[src/rtl/qspim_pkg.sv]
package qspim_pkg;
  typedef struct packed {
    logic loadEntry;
    logic shiftOut;
    logic sampleIn;
    logic storeRx;
  } qspimStrobe_t;

  typedef enum logic [1:0] {ST_IDLE, ST_LOAD, ST_CLOCK, ST_GAP} qspimState_t;
endpackage

[src/rtl/qspim_ctrl.sv]
module qspim_ctrl
  import qspim_pkg::*;
#(
  parameter int IDX_W  = 4,
  parameter int CS_W   = 4,
  parameter int LEN_W  = 4,
  parameter int DIV_W  = 8,
  localparam int CMD_W = CS_W + LEN_W,
  localparam int EDGE_W = LEN_W + 2
) (
  input  logic             clk,
  input  logic             rstN,
  input  logic             goPulse,
  input  logic [IDX_W-1:0] startPtr,
  input  logic [IDX_W-1:0] endPtr,
  input  logic             cpol,
  input  logic             cpha,
  input  logic [DIV_W-1:0] divVal,
  input  logic [CMD_W-1:0] curCmd,
  output logic [IDX_W-1:0] ptr,
  output qspimStrobe_t     strobe,
  output logic             sclk,
  output logic [CS_W-1:0]  chipSel,
  output logic             done,
  output logic             busy
);
  qspimState_t state;
  logic [DIV_W-1:0]  halfCnt;
  logic [EDGE_W-1:0] edgeCnt;
  logic [LEN_W:0]    bitLen;
  logic [EDGE_W-1:0] totalEdges;
  logic              tick;
  logic              lead;

  assign bitLen     = {1'b0, curCmd[CMD_W-1:CS_W]} + 1'b1;
  assign totalEdges = {bitLen, 1'b0};
  assign tick       = (halfCnt == divVal);
  assign lead       = ~edgeCnt[0];
  assign busy       = (state != ST_IDLE);

  always_comb begin
    strobe = '0;
    strobe.loadEntry = (state == ST_LOAD);
    if (state == ST_CLOCK && tick) begin
      if (edgeCnt == totalEdges) begin
        strobe.storeRx = 1'b1;
      end else begin
        strobe.sampleIn = cpha ? ~lead : lead;
        strobe.shiftOut = cpha ? lead : ~lead;
      end
    end
  end

  always_ff @(posedge clk or negedge rstN) begin
    if (!rstN) begin
      state   <= ST_IDLE;
      ptr     <= '0;
      halfCnt <= '0;
      edgeCnt <= '0;
      sclk    <= 1'b0;
      chipSel <= '1;
      done    <= 1'b0;
    end else begin
      case (state)
        ST_IDLE: begin
          sclk    <= cpol;
          chipSel <= '1;
          halfCnt <= '0;
          if (goPulse) begin
            ptr   <= startPtr;
            done  <= 1'b0;
            state <= ST_LOAD;
          end
        end
        ST_LOAD: begin
          chipSel <= curCmd[CS_W-1:0];
          edgeCnt <= '0;
          halfCnt <= '0;
          sclk    <= cpol;
          state   <= ST_CLOCK;
        end
        ST_CLOCK: begin
          if (tick) begin
            halfCnt <= '0;
            if (edgeCnt == totalEdges) begin
              chipSel <= '1;
              state   <= ST_GAP;
            end else begin
              sclk    <= ~sclk;
              edgeCnt <= edgeCnt + 1'b1;
            end
          end else begin
            halfCnt <= halfCnt + 1'b1;
          end
        end
        default: begin
          if (tick) begin
            halfCnt <= '0;
            if (ptr == endPtr) begin
              done  <= 1'b1;
              state <= ST_IDLE;
            end else begin
              ptr   <= ptr + 1'b1;
              state <= ST_LOAD;
            end
          end else begin
            halfCnt <= halfCnt + 1'b1;
          end
        end
      endcase
    end
  end
endmodule

[src/rtl/qspim_dpath.sv]
module qspim_dpath
  import qspim_pkg::*;
#(
  parameter int ENTRIES = 16,
  parameter int DATA_W  = 16,
  parameter int CS_W    = 4,
  parameter int DIV_W   = 8,
  localparam int IDX_W  = $clog2(ENTRIES),
  localparam int LEN_W  = $clog2(DATA_W),
  localparam int CMD_W  = CS_W + LEN_W,
  localparam int ADDR_W = IDX_W + 2
) (
  input  logic              clk,
  input  logic              rstN,
  input  logic              hostWe,
  input  logic [ADDR_W-1:0] hostAddr,
  input  logic [DATA_W-1:0] hostWdata,
  output logic [DATA_W-1:0] hostRdata,
  input  logic              busy,
  input  logic              done,
  input  logic [IDX_W-1:0]  ptr,
  input  qspimStrobe_t      strobe,
  input  logic              sdi,
  output logic              sdo,
  output logic              goPulse,
  output logic [IDX_W-1:0]  startPtr,
  output logic [IDX_W-1:0]  endPtr,
  output logic              cpol,
  output logic              cpha,
  output logic [DIV_W-1:0]  divVal,
  output logic [CMD_W-1:0]  curCmd
);
  logic [CMD_W-1:0]  cmdMem [ENTRIES];
  logic [DATA_W-1:0] txMem  [ENTRIES];
  logic [DATA_W-1:0] rxMem  [ENTRIES];
  logic [DATA_W-1:0] txSh;
  logic [DATA_W-1:0] rxSh;
  logic [DATA_W-1:0] aligned;
  logic [LEN_W:0]    bitLen;
  logic [1:0]        region;
  logic [IDX_W-1:0]  idx;
  logic              wrOk;

  assign region  = hostAddr[ADDR_W-1:IDX_W];
  assign idx     = hostAddr[IDX_W-1:0];
  assign wrOk    = hostWe && !busy;
  assign goPulse = wrOk && (region == 2'd3) && (idx[1:0] == 2'd3);
  assign curCmd  = cmdMem[ptr];
  assign bitLen  = {1'b0, curCmd[CMD_W-1:CS_W]} + 1'b1;
  assign aligned = txMem[ptr] << ((LEN_W+1)'(DATA_W) - bitLen);

  always_ff @(posedge clk or negedge rstN) begin
    if (!rstN) begin
      for (int i = 0; i < ENTRIES; i++) begin
        cmdMem[i] <= '0;
        txMem[i]  <= '0;
      end
      startPtr <= '0;
      endPtr   <= '0;
      cpol     <= 1'b0;
      cpha     <= 1'b0;
      divVal   <= '0;
    end else if (wrOk) begin
      case (region)
        2'd0: cmdMem[idx] <= hostWdata[CMD_W-1:0];
        2'd1: txMem[idx]  <= hostWdata;
        2'd3: begin
          case (idx[1:0])
            2'd0: begin
              startPtr <= hostWdata[IDX_W-1:0];
              endPtr   <= hostWdata[2*IDX_W-1:IDX_W];
            end
            2'd1: begin
              cpol <= hostWdata[0];
              cpha <= hostWdata[1];
            end
            2'd2: divVal <= hostWdata[DIV_W-1:0];
            default: ;
          endcase
        end
        default: ;
      endcase
    end
  end

  always_ff @(posedge clk or negedge rstN) begin
    if (!rstN) begin
      for (int i = 0; i < ENTRIES; i++) rxMem[i] <= '0;
      txSh <= '0;
      rxSh <= '0;
      sdo  <= 1'b0;
    end else begin
      if (strobe.loadEntry) begin
        rxSh <= '0;
        if (cpha) begin
          txSh <= aligned;
          sdo  <= 1'b0;
        end else begin
          txSh <= aligned << 1;
          sdo  <= aligned[DATA_W-1];
        end
      end
      if (strobe.shiftOut) begin
        sdo  <= txSh[DATA_W-1];
        txSh <= txSh << 1;
      end
      if (strobe.sampleIn) rxSh <= {rxSh[DATA_W-2:0], sdi};
      if (strobe.storeRx) rxMem[ptr] <= rxSh;
    end
  end

  always_comb begin
    hostRdata = '0;
    case (region)
      2'd0: hostRdata = DATA_W'(cmdMem[idx]);
      2'd1: hostRdata = txMem[idx];
      2'd2: hostRdata = rxMem[idx];
      default: begin
        case (idx[1:0])
          2'd0: hostRdata = DATA_W'({endPtr, startPtr});
          2'd1: hostRdata = DATA_W'({cpha, cpol});
          2'd2: hostRdata = DATA_W'(divVal);
          default: hostRdata = DATA_W'({busy, done});
        endcase
      end
    endcase
  end
endmodule

[src/rtl/queued_spi_master.sv]
module queued_spi_master
  import qspim_pkg::*;
#(
  parameter int ENTRIES = 16,
  parameter int DATA_W  = 16,
  parameter int CS_W    = 4,
  parameter int DIV_W   = 8,
  localparam int IDX_W  = $clog2(ENTRIES),
  localparam int LEN_W  = $clog2(DATA_W),
  localparam int CMD_W  = CS_W + LEN_W,
  localparam int ADDR_W = IDX_W + 2,
  localparam int CFG_W  = 2 * IDX_W + 2 + DIV_W
) (
  input  logic              clk,
  input  logic              rstN,
  input  logic              hostWe,
  input  logic [ADDR_W-1:0] hostAddr,
  input  logic [DATA_W-1:0] hostWdata,
  output logic [DATA_W-1:0] hostRdata,
  output logic              sclk,
  output logic              sdo,
  input  logic              sdi,
  output logic [CS_W-1:0]   chipSel,
  output logic              done
);
  qspimStrobe_t     strobe;
  logic             busy;
  logic             goPulse;
  logic [IDX_W-1:0] ptr;
  logic [IDX_W-1:0] startPtr;
  logic [IDX_W-1:0] endPtr;
  logic             cpol;
  logic             cpha;
  logic [DIV_W-1:0] divVal;
  logic [CMD_W-1:0] curCmd;
  logic [CFG_W-1:0] cfgWord;

  assign cfgWord = {startPtr, endPtr, cpha, cpol, divVal};

  qspim_ctrl #(.IDX_W(IDX_W), .CS_W(CS_W), .LEN_W(LEN_W), .DIV_W(DIV_W)) u_ctrl (
    .clk(clk), .rstN(rstN), .goPulse(goPulse), .startPtr(startPtr), .endPtr(endPtr),
    .cpol(cpol), .cpha(cpha), .divVal(divVal), .curCmd(curCmd), .ptr(ptr),
    .strobe(strobe), .sclk(sclk), .chipSel(chipSel), .done(done), .busy(busy)
  );

  qspim_dpath #(.ENTRIES(ENTRIES), .DATA_W(DATA_W), .CS_W(CS_W), .DIV_W(DIV_W)) u_dpath (
    .clk(clk), .rstN(rstN), .hostWe(hostWe), .hostAddr(hostAddr), .hostWdata(hostWdata),
    .hostRdata(hostRdata), .busy(busy), .done(done), .ptr(ptr), .strobe(strobe),
    .sdi(sdi), .sdo(sdo), .goPulse(goPulse), .startPtr(startPtr), .endPtr(endPtr),
    .cpol(cpol), .cpha(cpha), .divVal(divVal), .curCmd(curCmd)
  );
endmodule

[config.mk]
export PLATFORM = sky130hd
export DESIGN_NAME = queued_spi_master
export DESIGN_NICKNAME = d
export VERILOG_FILES = /design/src/rtl/qspim_pkg.sv /design/src/rtl/qspim_ctrl.sv /design/src/rtl/qspim_dpath.sv /design/src/rtl/queued_spi_master.sv
export SDC_FILE = /design/constraint.sdc
export NUM_CORES = 1
export LEC_CHECK = 0
export CAP_MARGIN = 20
export CELL_PAD_IN_SITES_DETAIL_PLACEMENT = 1
export CELL_PAD_IN_SITES_GLOBAL_PLACEMENT = 1
export CORE_MARGIN = 4
export CORE_UTILIZATION = 35
export DETAILED_ROUTE_END_ITERATION = 8
export GPL_TIMING_DRIVEN = 0
export HOLD_SLACK_MARGIN = 0.05
export PLACE_DENSITY_LB_ADDON = 0.3
export SYNTH_ARGS = -nofsm -noshare
export SYNTH_HDL_FRONTEND = slang
export SYNTH_SLANG_ARGS = --single-unit
[constraint.sdc]
create_clock -name clk -period 5.4 [get_ports clk]
set_input_delay 1.35 -clock clk [delete_from_list [all_inputs] [get_ports clk]]
set_output_delay 1.35 -clock clk [all_outputs]
set_load 0.1 [all_outputs]
Yosys cells after proc, flatten, opt, wreduce, memory -nomap -nowiden
Index checks and enable logic that the tools add are counted.
Widths: inputs -> output; s select.

word-level totals
  input bits = 26
  output and inout port bits = 23
  logic and storage cells = 190
  register bits after elaboration = 717

operators by class
  shift operators = 1
  reductions and logical operators = 32
  equal/unequal tests = 16
  multiplexer cells = 64
  bitwise logic cells = 5
  $lt $le $gt $ge = 4
  add/sub/neg operators = 5

operators with widths
  cell                count
  $bwmux 256          2
  $mux 16             13
  $bmux 16 s4         3
  $bwmux 128          1
  $demux 16 s4        2
  $bmux 8 s4          2
  $mux 8              7
  $pmux 16 s3         1
  $demux 8 s4         1
  $pmux 8 s3          1
  $mux 4              5
  $reduce_and 3->1    6
  $shl 16x5->16       1
  $reduce_bool 2->1   7
  $mux 1              12
  $mux 6              2
  $pmux 4 s3          1
  $pmux 6 s2          1
  $reduce_and 4->1    3
  $eq 2x2->1 const B  5
  $ge 5x5->1 const B  2
  $lt 5x1->1 const B  2
  $mux 2              5
  $not 4->5           2
  22 further kinds    40

Depth between registers and ports, before layout
Gate-level depths: netlist of the first run.

  depth in word-level cells = 10
  mapped depth = 20
  mapped depth without buffers = 13

Cells and area by module
A second synthesis of the first run with hierarchy kept.

unflattened totals
  cells, all modules = 2437
  area, all modules = 36786.5 um^2

by module, submodules not included
  module       seq. area each (um^2)  area each (um^2)  instances  cells an instance
  qspim_dpath  17291.6                35079.9           1          2264
  qspim_ctrl   655.6                  1706.6            1          173

Worst setup path before layout of the first run
OpenSTA, ideal clock, no wires.

  kind = input port to output port
  start point = input port hostAddr[0]
  end point = output port hostRdata[4]
  data required time = 4.050 ns
  stages = 7
  arrival = 5.313 ns
  slack = -1.263 ns
  path through = clkbuf_1 buf_1 buf_1 mux4_2 mux4_2 mux2i_1 o21ai_0

on the way
  longest elaborated chain between the ends = 5

RTL lines
  what                                                                 line                                                        text
  start, declared                                                      queued_spi_master.sv:17                                     input logic [ADDR_W-1:0] hostAddr,
  $not 4->5 (not written as such)                                      qspim_dpath.sv:115, qspim_dpath.sv:116, qspim_dpath.sv:117
  $bmux 16 s4 (tied with other cells)                                  qspim_dpath.sv:117                                          2'd2: hostRdata = rxMem[idx];
  $mux 16 (not written as such) (tied with other cells) (2 in series)  qspim_dpath.sv:117
  $pmux 16 s3 (*)                                                      qspim_dpath.sv:114                                          case (region)
  end, declared                                                        queued_spi_master.sv:19                                     output logic [DATA_W-1:0] hostRdata,

Mark *: on every way between the ends. The rest lies on a longest branch, timed or not. The select of a mux whose other input is x is not followed.

Final worst setup path of the first run
Same ends and word-level chain as after synthesis.

==> metrics.txt, run 1 <==
Max Root-Sink Buffers=3; Slowest Stage Delay on Critical Path=0.56 ns; layout cell share with drive strength beyond 1=47.5%; final setup fails=0; dpl ws=-3.08 ns; GPL Wtd Cong=0.871; area growth from synthesis to layout=16.4%; Worst-Skew Late Latency=0.66 ns; clk sinks=717; H-tree depth=3; All-Layer GR Usage=22.5%; cts hold-fix bufs=0; Synth Warn #=0; syn avg cell area=14.8 µm²; critical path class=in -> out; total gr overflow=0; relative slew slack=19.4%; largest net degree at the start of global routing=131; Final Core Density=41.1%; min Tclk post-route=5.33 ns; DRC errors left=0; Worst path top cell family by delay=multiplexers; Synth Flop Type=dfrtp_1; post-synth cell types=64; reg2reg path depth=19; met1 Resource Use GR=29.1%; clock slew at reported path FFs=0.06 ns; Starting Density=35.3%; root buffer cell=clkbuf_16; hold slack=0.477 ns; register bit total from synthesis=717; Worst setup EP type=output port; Final Hold Viols=0; placed cells=3978; antenna violations before repair=4; CP Cell Sequence=clkbuf_4 > buf_4 > buf_8 > buf_6 > mux4_2 > mux4_2 > mux2i_2 > o21ai_2 > buf_4; HPWL Detailed=90600 µm; met2 capacity usage during global routing=38.4%; Starting DRT DRC Count=2160; Setup WS post-layout=0.0675 ns; WL per Instance=30.4 µm; register area share after synthesis=48.2%; GR met3 Demand/Resource=4.20%; overall routed net length=126000 µm; Final Max Slew Viols=0; peak supply drop=0.235 mV; TritonCTS clock tree=built; Final Skew=0.0364 ns; Crit path required time=4.05 ns; Die X=334 µm; Finished Layout Cells=4144; Port Buffers=46; TritonRoute pass-1 iters=6; Crit path depth=9; post-synth top area share=47.9%; largest area contributor in the synthesized netlist=dfrtp_1; CORE AREA=106000 µm²; Post-synth EDFFs=0; Worst-Margin Slew=1.21 ns; row count=119; Via-to-Cell Ratio=5.83; ranking of synthesized cells by area=dfrtp_1 (48%), mux4_2 (19%), mux2_2 (18%); slowest CP cell=mux4_2; Top Usage Layer GRT=met2; Max FO, Critical Path=10; DRT antenna net count=0; RSZ-0062 raised after global routing=false; nets=2720; Design Area, Final=43400 µm²; count leader, synth=dfrtp_1; CTS buffer count=85; Synth Instances=2511; Syn Std Cell Area=37300 µm²; CP bufs+invs=5; Pwr Density=404 nW/µm²; # IOs=49; Vert. Die Dim=334 µm; CP arrival=3.98 ns; status=finished clean; Leak=19.9 nW; Post-DP Area=40100 µm²; hold depth=2; Max Cap Viol=0; DIE AREA=112000 µm²; achievable frequency=0.188 GHz; syn nets=2548; first-pass GRT wire length=186000 µm; ys async rst share=100%; vias in the first global route=26600; via count=24200; hold crit path type=reg -> reg; Worst setup SP type=primary input; synth cell count leaders=dfrtp_1 (713), mux2_2 (586), mux4_2 (307), clkbuf_1 (136), nand2_1 (110); part of the cycle the worst path needs=98.8%
flip-flops by register name, summed over array words and instances, names as in the netlist:
signal	cells
u_ctrl.sclk	1
u_dpath.sdo	1
u_dpath.txMem	256
u_dpath.txSh	16
u_dpath.cpol	1
u_dpath.endPtr	4
u_dpath.rxMem	256
u_ctrl.state	2
u_dpath.cmdMem	128
u_dpath.divVal	8
u_ctrl.edgeCnt	6
u_ctrl.halfCnt	8
u_dpath.rxSh	16
u_dpath.startPtr	4
u_dpath.cpha	1
u_ctrl.done	1
u_ctrl.ptr	4
u_ctrl.chipSel	4
through the flow:
| step | total power (W) | setup TNS, ns |
|---|---|---|
| floorplan | 0.00967 | 0 |
| finish | 0.0175 | 0 |
| global route | 0.0183 | 0 |
| global placement | 0.0113 | - |
| detailed placement | 0.0115 | -252.08 |
| CTS | 0.0176 | -0.191 |
power by group:
group | internal (W) | leakage (nW) | switching [W]
Sequential | 0.00593 | 9.87 | 0.000437
Combinational | 0.00200 | 8.63 | 0.00322
Clock | 0.00356 | 1.41 | 0.00241
cell usage in the layout, fill, tap and decap left out, types with 8 or more instances in the layout:
| master | instances |
|---|---|
| a22o_1 | 11 |
| buf_16 | 11 |
| xor2_1 | 11 |
| ha_1 | 11 |
| clkbuf_4 | 16 |
| nand4_1 | 10 |
| buf_1 | 29 |
| clkbuf_2 | 13 |
| mux2_4 | 81 |
| and3_1 | 8 |
| clkdlybuf4s50_1 | 27 |
| nand2_1 | 104 |
| xnor2_1 | 11 |
| o21ai_0 | 37 |
| nor3_1 | 10 |
| nor2_1 | 64 |
| mux4_2 | 307 |
| buf_2 | 33 |
| inv_1 | 22 |
| buf_4 | 29 |
| nor2b_1 | 15 |
| mux2_2 | 585 |
| mux2i_1 | 29 |
| o22ai_1 | 10 |
| a21oi_1 | 31 |
| a22oi_1 | 34 |
| nand3_1 | 25 |
| o31ai_1 | 9 |
| clkbuf_16 | 87 |
| clkinv_2 | 11 |
| buf_8 | 11 |
| dfrtp_1 | 713 |
| buf_6 | 28 |
| a211oi_1 | 8 |
| nand2_4 | 9 |
| clkbuf_1 | 127 |
| clkbuf_8 | 24 |
| o211ai_1 | 12 |
cell families after synthesis:
kind of cell | after synthesis | share of synthesized area, %
flops | 717 | 48.2
mux | 1006 | 40.4
xor+xnor | 23 | 0.561
compound gates | 204 | 3.71
simple gates | 299 | 4.00
buf+inv | 251 | 2.83
fa+ha+maj | 11 | 0.369
timing repair:
item / CTS / global route
endpoints found under the setup margin: 344 / 212
gates resized for setup: 221 / 20
pin swaps: 2 / 2
setup buffers: 5 / 5
area by class of cell:
| cell class | instances | area [µm²] |
|---|---|---|
| Antenna cell | 2 | 5.00 |
| Buffer | 223 | 1190 |
| Clock buffer | 128 | 2510 |
| Clock inverter | 27 | 394 |
| Fill cell | 10500 | 62200 |
| Inverter | 25 | 98.8 |
| Multi-Input combinational cell | 1543 | 18400 |
| Sequential cell | 717 | 17900 |
| Tap cell | 1391 | 1740 |
| Timing Repair Buffer | 88 | 1060 |
worst paths after layout:
kind | start | end | slack, ns
max | hostAddr[0] | hostRdata[4] | 0.07
min | u_dpath.txSh[11] | u_dpath.txSh[12] | 0.48
max reg2reg | u_ctrl.ptr[1] | u_dpath.rxMem[139] | 0.20
min reg2reg | u_dpath.txSh[11] | u_dpath.txSh[12] | 0.48
max in group asynchronous | rstN | u_dpath.rxMem[0] | 2.71
min in group asynchronous | rstN | u_dpath.txMem[124] | 0.65
per-layer routing:
metal  share of wire (%)  up-vias
li1                    -     9937
met1                  41    13300
met2                  50      706
met3                 5.7      211
met4                 3.4        4
met5               0.024        -
worst register-to-register path, cell delays in order, from the launching register on:
cell and delay (ns):
dfrtp_1 0.39, buf_2 0.28, buf_4 0.28, clkinvlp_4 0.21, mux2i_1 0.17, mux2_4 0.38
clkinv_2 0.21, clkbuf_2 0.26, buf_2 0.29, ha_1 0.21, clkbuf_2 0.21, and2_1 0.16
o2111ai_1 0.12, o21ai_0 0.16, a31o_2 0.20, nand3_4 0.25, nor3_2 0.34, nand3_2 0.31
clkbuf_4 0.35, mux2_2 0.30
Power figures use the tool's default switching activity.
==> inputs of run 2 (changes only) <==
--- a/config.mk
+++ b/config.mk
@@ -9,7 +9,7 @@
 export CELL_PAD_IN_SITES_DETAIL_PLACEMENT = 1
 export CELL_PAD_IN_SITES_GLOBAL_PLACEMENT = 1
 export CORE_MARGIN = 4
-export CORE_UTILIZATION = 35
+export CORE_UTILIZATION = 49
 export DETAILED_ROUTE_END_ITERATION = 8
 export GPL_TIMING_DRIVEN = 0
 export HOLD_SLACK_MARGIN = 0.05
==> run 2 against run 1 <==
  * The run now ends with setup timing left
  * Die area decreased by 28%
  * Sequential share of layout area increased by 0.88 points
  * Total power decreased by 1.6%
  * Clock power decreased by 4.4%
  * Sequential cell count unchanged
  * Cell count decreased by 11%
  * Global-route usage increased by 8.4 points
  * Fmax decreased by 1.3%
  * Wire length decreased by 1.4%
  * Via count increased by 2.9%
  * Sequential power about the same
  * Non-clock buffer count decreased by 11
  * Largest cell class unchanged
==> metrics.txt, run 2 (synthesis results as in run 1) <==
status=finished, violations left; failing checks=setup timing; achievable frequency=0.185 GHz; nets=2705; H-tree depth=3; register area=17900 µm²; GPL Wtd Cong=0.894; antenna violations before repair=4; CTS buffer count=81; Via-to-Cell Ratio=6.71; Pwr Density=406 nW/µm²; Leak=19.8 nW; leading cell type in the layout, fill and taps excluded=dfrtp_1; Max FO, Critical Path=10; total gr overflow=0; Final Skew=0.0413 ns; Max Cap Viol=0; final setup fails=1; largest net degree at the start of global routing=132; DIE AREA=80500 µm²; relative slew slack=19.0%; Finished Layout Cells=3704; via count=24900; most used cell, CP=mux4_2; area growth from synthesis to layout=14.0%; root buffer cell=clkbuf_16; placed cells=3544; clk sinks=717; vias in the first global route=27500; Slowest Stage Delay on Critical Path=0.61 ns; CP Cell Sequence=clkdlybuf4s15_1 > clkbuf_8 > buf_4 > buf_6 > buf_8 > mux4_2 > mux4_2 > mux2i_4 > o21ai_2 > clkbuf_4; Starting DRT DRC Count=2257; first-pass GRT wire length=185000 µm; # IOs=49; Crit path required time=4.05 ns; Final Max Slew Viols=0; HPWL Detailed=85400 µm; WL per Instance=33.5 µm; setup TNS=-0.00301 ns; All-Layer GR Usage=30.9%; Worst setup EP type=output port; DRT antenna net count=0; fillers=6941; TritonRoute pass-1 iters=5; Worst-Skew Late Latency=0.67 ns; slowest CP cell=mux4_2; CP arrival=4.05 ns; clock slew at reported path FFs=0.05 ns; TritonCTS clock tree=built; hold crit path type=reg -> reg; row count=100; Worst setup SP type=primary input; layout cell share with drive strength beyond 1=47.4%; most frequent cells in the layout=dfrtp_1 (713), mux2_2 (585), mux4_2 (307); Worst-Margin Slew=1.21 ns; peak supply drop=0.239 mV; Worst path top cell family by delay=buffers and inverters; CORE AREA=74900 µm²; area of the multi-input gates=18400 µm²; Die X=284 µm; Vert. Die Dim=284 µm; Setup WS post-layout=-0.00301 ns; RSZ-0062 raised after global routing=false; Starting Density=49.7%; CP bufs+invs=6; Max Root-Sink Buffers=3; Final Hold Viols=0; overall routed net length=124000 µm; largest registers=u_dpath.rxMem (256), u_dpath.txMem (256), u_dpath.cmdMem (128); part of the cycle the worst path needs=100%; Port Buffers=46; critical path class=in -> out; DRC errors left=0; min Tclk post-route=5.40 ns
==> run 2: through the flow <==
step | setup slack, ns | util [%] | cell area, µm² | power [W] | hold WS [ns]
6_report | -0.00301 | 56.7 | 42500 | 0.0173 | 0.497
5_1_grt | 0.00841 | 56.7 | 42500 | 0.0179 | 0.510
4_1_cts | 0.00128 | 56.6 | 42400 | 0.0172 | 0.498
3_5_place_dp | -2.81 | 52.5 | 39300 | 0.0114 | 0.490
3_3_place_gp | -27.91 | 52.0 | 39000 | 0.0112 | 0.481
2_1_floorplan | 0.00281 | - | 37300 | 0.00967 | 0.458
==> run 2: path summary, 6_finish.rpt <==
check	start	endpoint	slack, ns	depth (start not counted)
worst min register to register	u_ctrl.chipSel[2]	u_ctrl.chipSel[2]	0.50	2
worst min-delay path	u_ctrl.chipSel[2]	u_ctrl.chipSel[2]	0.50	2
min in group asynchronous	rstN	u_dpath.txMem[126]	0.79	1
max in group asynchronous	rstN	u_dpath.rxMem[130]	2.35	4
worst max-delay path	hostAddr[1]	hostRdata[7]	-0.003	10
worst max register to register	u_ctrl.ptr[1]	u_ctrl.chipSel[3]	0.12	11
==> run 2: final cells by class <==
class / instances / area share [%]
clock buffer: 115 / 5.52
sequential: 717 / 42.2
tap: 969 / 2.85
multi-input combinational: 1543 / 43.4
inverter: 25 / 0.230
clock inverter: 32 / 0.884
antenna: 3 / 0.0177
timing repair buffer: 75 / 1.94
buffer: 225 / 2.90
==> run 2: repair_timing <==
action,4_1_cts,5_1_grt
resized for setup,227,30
setup buffers,8,0
pin swaps,3,0
endpoints found under the hold margin,0,0
setup endpoints to repair,311,204
hold buffers,0,0
==> run 2: per-layer routing <==
metal	wire, µm	global-route usage, %	vias to the layer above
li1	-	-	9901
met2	60600	50.9	1126
met4	6020	13.8	2
met1	47400	39.2	13500
met5	13	0	-
met3	10000	7.20	341
==> run 2: worst register-to-register path, cell delays in order, from the launching register on <==
cell	delay, ns
dfrtp_1	0.41
buf_2	0.28
clkbuf_4	0.30
buf_2	0.37
buf_2	0.44
buf_1	0.64
clkbuf_1	0.85
clkbuf_1	0.70
mux4_2	0.43
mux4_2	0.56
nor2_1	0.13
o31ai_1	0.07
==> run 2: where the power goes <==
group	leakage (nW)	internal, W	switching [W]
Sequential	9.87	0.00592	0.000460
Combinational	8.54	0.00197	0.00320
Clock	1.35	0.00329	0.00242
